==> src/rtl/serial_add_pkg.sv <==
package serial_add_pkg;

  typedef enum logic [1:0] {
    ST_IDLE = 2'd0,
    ST_RUN  = 2'd1,
    ST_FIN  = 2'd2
  } addState_t;

  // Strobes from the controller to the datapath
  typedef struct packed {
    logic shiftA;    // update register A this cycle
    logic shiftB;    // update register B this cycle
    logic selA;      // 1: parallel load path, 0: adder sum into MSB
    logic selB;      // 1: parallel load path, 0: own LSB into MSB
    logic clrCarry;  // clear carry flip-flop
    logic clrCount;  // clear bit counter
    logic incCount;  // advance bit counter
  } ctlStrobes_t;

endpackage

==> src/rtl/serial_add_datapath.sv <==
module serial_add_datapath
  import serial_add_pkg::*;
#(
  parameter int WIDTH = 8
) (
  input  logic             clk,
  input  logic             rstN,
  input  ctlStrobes_t      ctl,
  input  logic [WIDTH-1:0] loadA,
  input  logic [WIDTH-1:0] loadB,
  output logic [WIDTH-1:0] regA,
  output logic [WIDTH-1:0] regB,
  output logic             carryOut,
  output logic             lastBit
);

  localparam int CW = (WIDTH > 2) ? $clog2(WIDTH) : 1;
  localparam logic [CW-1:0] LAST = CW'(WIDTH - 1);

  logic [WIDTH-1:0] aReg, bReg;
  logic             carryQ;
  logic [CW-1:0]    bitCount;
  logic             sumBit, carryNext;
  logic [WIDTH-1:0] aNext, bNext;

  // single full adder on the two low bits
  always_comb begin
    sumBit    = aReg[0] ^ bReg[0] ^ carryQ;
    carryNext = (aReg[0] & bReg[0]) | (aReg[0] & carryQ) | (bReg[0] & carryQ);
  end

  // input multiplexers
  always_comb begin
    aNext = ctl.selA ? loadA : {sumBit, aReg[WIDTH-1:1]};
    bNext = ctl.selB ? loadB : {bReg[0], bReg[WIDTH-1:1]};
  end

  always_ff @(posedge clk) begin
    if (!rstN) begin
      aReg     <= '0;
      bReg     <= '0;
      carryQ   <= 1'b0;
      bitCount <= '0;
    end else begin
      if (ctl.shiftA) aReg <= aNext;
      if (ctl.shiftB) bReg <= bNext;
      if (ctl.clrCarry)
        carryQ <= 1'b0;
      else if (ctl.shiftA && !ctl.selA)
        carryQ <= carryNext;
      if (ctl.clrCount)
        bitCount <= '0;
      else if (ctl.incCount)
        bitCount <= bitCount + 1'b1;
    end
  end

  assign regA     = aReg;
  assign regB     = bReg;
  assign carryOut = carryQ;
  assign lastBit  = (bitCount == LAST);

endmodule

==> src/rtl/serial_add_ctrl.sv <==
module serial_add_ctrl
  import serial_add_pkg::*;
(
  input  logic        clk,
  input  logic        rstN,
  input  logic        start,
  input  logic        loadEn,
  input  logic        lastBit,
  output ctlStrobes_t ctl,
  output logic        busy,
  output logic        done
);

  addState_t state, nextState;

  always_comb begin
    ctl       = '0;
    nextState = state;
    case (state)
      ST_RUN: begin
        ctl.shiftA   = 1'b1;
        ctl.shiftB   = 1'b1;
        ctl.selA     = 1'b0;
        ctl.selB     = 1'b0;
        ctl.incCount = 1'b1;
        if (lastBit) nextState = ST_FIN;
      end
      default: begin
        // idle or finishing: loads allowed, start accepted
        ctl.shiftA   = loadEn;
        ctl.shiftB   = loadEn;
        ctl.selA     = 1'b1;
        ctl.selB     = 1'b1;
        ctl.clrCarry = start;
        ctl.clrCount = start;
        nextState    = start ? ST_RUN : ST_IDLE;
      end
    endcase
  end

  always_ff @(posedge clk) begin
    if (!rstN) state <= ST_IDLE;
    else       state <= nextState;
  end

  assign busy = (state == ST_RUN);
  assign done = (state == ST_FIN);

endmodule

==> src/rtl/bit_serial_adder.sv <==
module bit_serial_adder
  import serial_add_pkg::*;
#(
  parameter int WIDTH = 8
) (
  input  logic             clk,
  input  logic             rstN,
  input  logic             loadEn,
  input  logic [WIDTH-1:0] loadA,
  input  logic [WIDTH-1:0] loadB,
  input  logic             start,
  output logic             busy,
  output logic             done,
  output logic             carryOut,
  output logic [WIDTH-1:0] regA,
  output logic [WIDTH-1:0] regB
);

  ctlStrobes_t ctl;
  logic        lastBit;

  serial_add_ctrl u_ctrl (
    .clk     (clk),
    .rstN    (rstN),
    .start   (start),
    .loadEn  (loadEn),
    .lastBit (lastBit),
    .ctl     (ctl),
    .busy    (busy),
    .done    (done)
  );

  serial_add_datapath #(.WIDTH(WIDTH)) u_dp (
    .clk      (clk),
    .rstN     (rstN),
    .ctl      (ctl),
    .loadA    (loadA),
    .loadB    (loadB),
    .regA     (regA),
    .regB     (regB),
    .carryOut (carryOut),
    .lastBit  (lastBit)
  );

endmodule

==> config.mk <==
export PLATFORM = sky130hd
export DESIGN_NAME = bit_serial_adder
export DESIGN_NICKNAME = d
export VERILOG_FILES = /design/src/rtl/serial_add_pkg.sv /design/src/rtl/serial_add_datapath.sv /design/src/rtl/serial_add_ctrl.sv /design/src/rtl/bit_serial_adder.sv
export SDC_FILE = /design/constraint.sdc
export NUM_CORES = 1
export LEC_CHECK = 0
export BUFFER_PORTS_ARGS = -buffer_cell sky130_fd_sc_hd__buf_2
export CORE_UTILIZATION = 44
export CTS_CLUSTER_DIAMETER = 60
export DETAILED_ROUTE_END_ITERATION = 16
export GPL_TIMING_DRIVEN = 1
export HOLD_SLACK_MARGIN = 0.1
export PLACE_DENSITY = 0.75
export SLEW_MARGIN = 20
export SYNTH_ARGS = -nofsm -noshare
export SYNTH_HDL_FRONTEND = slang
export SYNTH_SLANG_ARGS = --single-unit
==> constraint.sdc <==
create_clock -name clk -period 1 [get_ports clk]
set_input_delay 0.15 -clock clk [delete_from_list [all_inputs] [get_ports clk]]
set_output_delay 0.15 -clock clk [all_outputs]
set_load 0.02 [all_outputs]
## Word level (Yosys, flattened, before mapping)

Index checks and enable logic that the tools add are counted.

- Input bits: 20
- Register bits: 22
- Word-level logic and storage cells: 30
- Output and inout bits: 19

- Muxes and demuxes: 8
- $add $sub $neg: 1
- Bitwise logic cells: 8
- Reduce and logical (&&, ||, !) cells: 4
- Equal/unequal tests: 4

Operator list:

| kind | count |
|---|---|
| $mux W8 | 2 |
| $mux W2 | 3 |
| $mux W4 | 1 |
| $reduce_or A2 Y1 | 2 |
| $add A3 B1 Y3 const B | 1 |
| $and A1 B1 Y1 | 3 |
| $eq A3 B3 Y1 const B | 1 |
| $eq A2 B1 Y1 const B | 1 |
| $eq A2 B2 Y1 const B | 1 |
| $mux W1 | 2 |
| $ne A2 B1 Y1 const B | 1 |
| $or A1 B1 Y1 | 2 |
| $xor A1 B1 Y1 | 2 |
| $logic_and A1 B1 Y1 | 1 |
| $logic_not A1 Y1 | 1 |
| $not A1 Y1 | 1 |

## Logic depth before layout (Yosys ltp)

- Depth after elaboration: 4
- Gate-level depth with buffers: 5
- Mapped depth without buffers: 4

## Cells and area by module

From an unflattened synthesis, not the netlist that was laid out.

- Cell total of the unflattened synthesis: 100
- Area, all modules: 1001.0 um^2

By module, submodules not included:

| module | times used | sequential area each (um^2) | cells an instance | area an instance (um^2) |
|---|---|---|---|---|
| serial_add_datapath | 1 | 400.4 | 86 | 870.8 |
| serial_add_ctrl | 1 | 40.0 | 14 | 130.1 |

## Least setup slack after synthesis

Ideal clock, no wire load.

- Kind: register to register
- Start point: reg u_dp.bReg[0] (netlist: u_dp.regB[0])
- End point: reg u_dp.aReg[7] (netlist: u_dp.regA[7])
- Arrival time: 1.137 ns
- Clock period less this slack: 1.255 ns
- Library setup time: 0.118 ns
- Stages on the path, launching flop included: 4
- Required time: 0.882 ns
- Setup slack: -0.255 ns
- Path buffers: 0
- Cell sequence: dfxtp_1 -> fa_1 -> o21ai_2 -> a21oi_2

- Word-level cells in the longest chain between the ends: 3

RTL lines:

| item | RTL line | RTL |
|---|---|---|
| start: declaration | serial_add_datapath.sv:20 | `logic [WIDTH-1:0] aReg, bReg;` |
| start signal: assignment | serial_add_datapath.sv:46 | `if (ctl.shiftB) bReg <= bNext;` |
| $xor A1 B1 Y1 (2 in a row) | serial_add_datapath.sv:28 | `sumBit = aReg[0] ^ bReg[0] ^ carryQ;` |
| $mux W8 | serial_add_datapath.sv:34 | `aNext = ctl.selA ? loadA : {sumBit, aReg[WIDTH-1:1]};` |
| end signal: assignment | serial_add_datapath.sv:45 | `if (ctl.shiftA) aReg <= aNext;` |
| end: declaration | serial_add_datapath.sv:20 |  |

No other way between the ends.
A chain may end at the register's enable or synchronous reset.

## Worst setup path after layout

Same ends and word-level chain as after synthesis.

==> results.py <==
metrics = {
    "floorplan": {
        "start_util_pct": 46.21,
        "die_y_microns": 53.01,
        "core_area_sq_um": 2477,
        "num_rows": 18,
        "die-width_microns": 53.01,
        "io_pins": 39,
        "die-area_sq_um": 2810,
    },
    "global_routing": {
        "antenna_found_initial": 0,
        "grt_pass1_wl_microns": 3622,
        "grt_pass1_vias": 826,
        "overflow": 0,
        "grt.total_usage_pct": 18.14,
        "grt_start_max_net_pins": 23,
    },
    "timing": {
        "layout_min_cycle_time_ps": 1163,
        "setup_viol": 24,
        "finalHoldViolCount": 0,
        "relSlewSlack_pct": 85.98,
        "report.final.slew_viol_count": 0,
        "period_share_pct": 116.3,
        "fmax_ghz": 0.8598,
        "tightest_slew_ps": 204.4,
        "finalClockSkew_ps": 19.36,
        "rsz0062_at_grt": "yes",
        "fin_hold_ws_ps": 113.0,
        "worst_slack_ps": -163.1,
    },
    "placed_design": {
        "gp_congestion": 0.6443,
        "placed_cells": 167,
        "io_buffer_count": 38,
        "dp_hpwl_microns": 1650,
        "place_area_sq_um": 1359,
    },
    "pwr": {
        "ir_drop_uv": 970.3,
        "p_switching_uw": 700.2,
        "p_clk_share_pct": 20.0,
        "power_leakage_uw": 0.0007608,
        "total_power_uw": 2197,
        "pwr-share-comb_pct": 33.4,
        "intPower_uw": 1496,
        "seqPwrFrac_pct": 46.6,
        "sw_frac_of_total_pct": 31.88,
        "p_per_area_nw_per_um2": 1281,
    },
    "cells_and_area": {
        "nets": 179,
        "n_antenna_cell": 0,
        "stdcell_count": 185,
        "area_growth_pct": 49.73,
        "drive_gt1_share_pct": 76.13,
        "finalInstanceArea_sq_um": 1714,
        "utilization_pct": 69.19,
    },
    "min_path": {
        "min-delay-start": "loadB[4]",
        "hold_end": "u_dp.regB[4]",
        "whs_path_depth": 3,
        "hold_path_class": "in2reg",
    },
    "cts": {
        "clk_pin_slew_ps": 140,
        "cts_tree": "built",
        "ctsHtreeMaxLevel": 1,
        "hold_buffers": 0,
        "root_buffer": "clkbuf_4",
        "clockBufferDepth": 2,
        "clk_latency_ps": 320,
        "numCtsBuffers": 3,
        "clock-sinks": 22,
    },
    "drt": {
        "drt_iter0_drc": 3,
        "wirelength_microns": 2788,
        "ant_nets": 0,
        "vias": 969,
        "routed_via_density": 5.238,
        "drc_errors": 0,
        "wl_per_cell_microns": 15.07,
        "first_pass_iters": 4,
    },
    "worst_setup_path": {
        "path_max_fanout": 2,
        "worstSetupStartpointType": "register",
        "cp.required_ps": 1210,
        "reg2reg_slack_ps": -160,
        "r2r-end": "u_dp.regA[7]",
        "worstSetupPathType": "reg2reg",
        "worst-endpoint-arrival_ps": 1370,
        "critPathCaptureType": "register",
        "r2r-start": "u_dp.regB[0]",
        "r2r_cells": 3,
    },
    "synthesis": {
        "syn_area_per_cell_sq_um": 11.45,
        "yosysSeqAreaShare_pct": 38.47,
        "synth_compound_area_share_pct": 26.45,
        "yosys.area_share.adder_pct": 3.934,
        "synth_edf_count": 0,
        "synth-seq-cells": 22,
        "synth_simple_gate_area_share_pct": 7.213,
        "synth.most_common_cell": "dfxtp_1",
        "synth_area_sq_um": 1145,
        "netlist.top_cell.by_area": "dfxtp_1",
        "yosys.area.top_type_share_pct": 38.47,
        "syn_nets": 123,
        "ys_async_sr_fraction_pct": 0,
        "synth_top_family_by_area": "compound AO/OA/AOI/OAI gates",
        "synth-warning-count": 0,
        "synth_top_cells_by_count": "dfxtp_1, mux2i_1, a21oi_2, o21ai_2",
        "synth.distinct_cells": 24,
        "yosys-top-cells-area": "dfxtp_1, mux2i_1, a21oi_2",
        "synthFlopType": "dfxtp_1",
        "synth_xor_area_share_pct": 0,
        "synthMuxAreaShare_pct": 13.99,
        "synthCells": 100,
    },
    "job": {
        "drv_cap": 0,
    },
    "run_status": {
        "violations": "setup timing",
        "status": "finished with violations",
    },
}
## layout make-up
class | count | area [sq um]
clock buffer | 4 | 26.28
fill | 189 | 763.2
inverter | 1 | 6.256
multi-input combinational | 69 | 644.4
sequential | 22 | 471.7
tap | 30 | 37.54
timing repair buffer | 59 | 528.0
## timing repair
action,in CTS,in global routing
pin swaps,3,4
gates cloned,0,2
buffers inserted,4,8
endpoints found under the hold margin,0,0
endpoints found under the setup margin,25,37
resized for setup,41,23
## critical path, stage by stage, from the launching register on
cell	delay, ps
dfxtp_4	380
fa_1	460
o21ai_2	160
a21oi_2	50
## stage by stage
stage	TNS (ps)	worst slack [ps]
global placement	-88.06	-88.06
detailed placement	-128.6	-119.6
floorplan	-118.1	-118.1
finish	-1267	-163.1
global route	-2259	-171.8
CTS	-1320	-143.1
## worst max path at each step
stage	from	endpoint	slack [ps]	cells after the start
floorplan	u_dp.regB[0]	u_dp.regA[7]	-120	3
global placement	u_dp.regB[0]	u_dp.regA[7]	-90	3
detailed placement	u_dp.regB[0]	u_dp.regA[7]	-120	3
CTS	u_ctrl.state[0]	done	-140	2
global route	u_dp.regB[0]	u_dp.regA[7]	-170	3
finish	u_dp.regB[0]	u_dp.regA[7]	-160	3
## per-layer routing
metal	global-route usage, %	share of wire (%)
met5	0	0
met4	7.895	1.3
met3	3.448	5.1
met2	32.07	50
met1	20.94	44
## logic make-up after synthesis
family                   after synthesis
buffers and inverters                  9
flip-flops                            22
AO/OA/AOI/OAI                         37
multiplexers                          16
adder cells (fa/ha/maj)                3
AND/OR/NAND/NOR                       13
## power by group through the flow
stage          Combinational, uW  Clock, uW  Sequential [uW]
2_1_floorplan                309          0             1110
3_5_place_dp                 518          0             1030
5_1_grt                      778        478             1030
4_1_cts                      590        441             1030
6_report                     733        439             1020
3_3_place_gp                 505          0             1030
## cells in the final DEF, fill, tap and decap left out, types with 2 or more instances in the layout
master / Yosys / layout
mux2i_1: 16 / 16
dfxtp_1: 22 / 3
nand3b_1: 3 / 3
buf_2: 1 / 20
nand2b_4: 1 / 2
clkbuf_4: 1 / 3
dfxtp_4: 0 / 3
buf_4: 0 / 19
nand2_1: 4 / 4
a21boi_1: 4 / 3
dfxtp_2: 0 / 16
buf_8: 1 / 3
o21ai_2: 14 / 13
o21ai_4: 0 / 2
a21oi_2: 14 / 15
buf_6: 2 / 12
buf_12: 3 / 4
## sequential cells by signal (all words and copies together) (netlist names)
register and cells:
u_dp.carryOut 1, u_ctrl.state 2, u_dp.regB 8, u_dp.regA 8, u_dp.bitCount 3
Note: power is estimated with default switching activity, not from simulation.
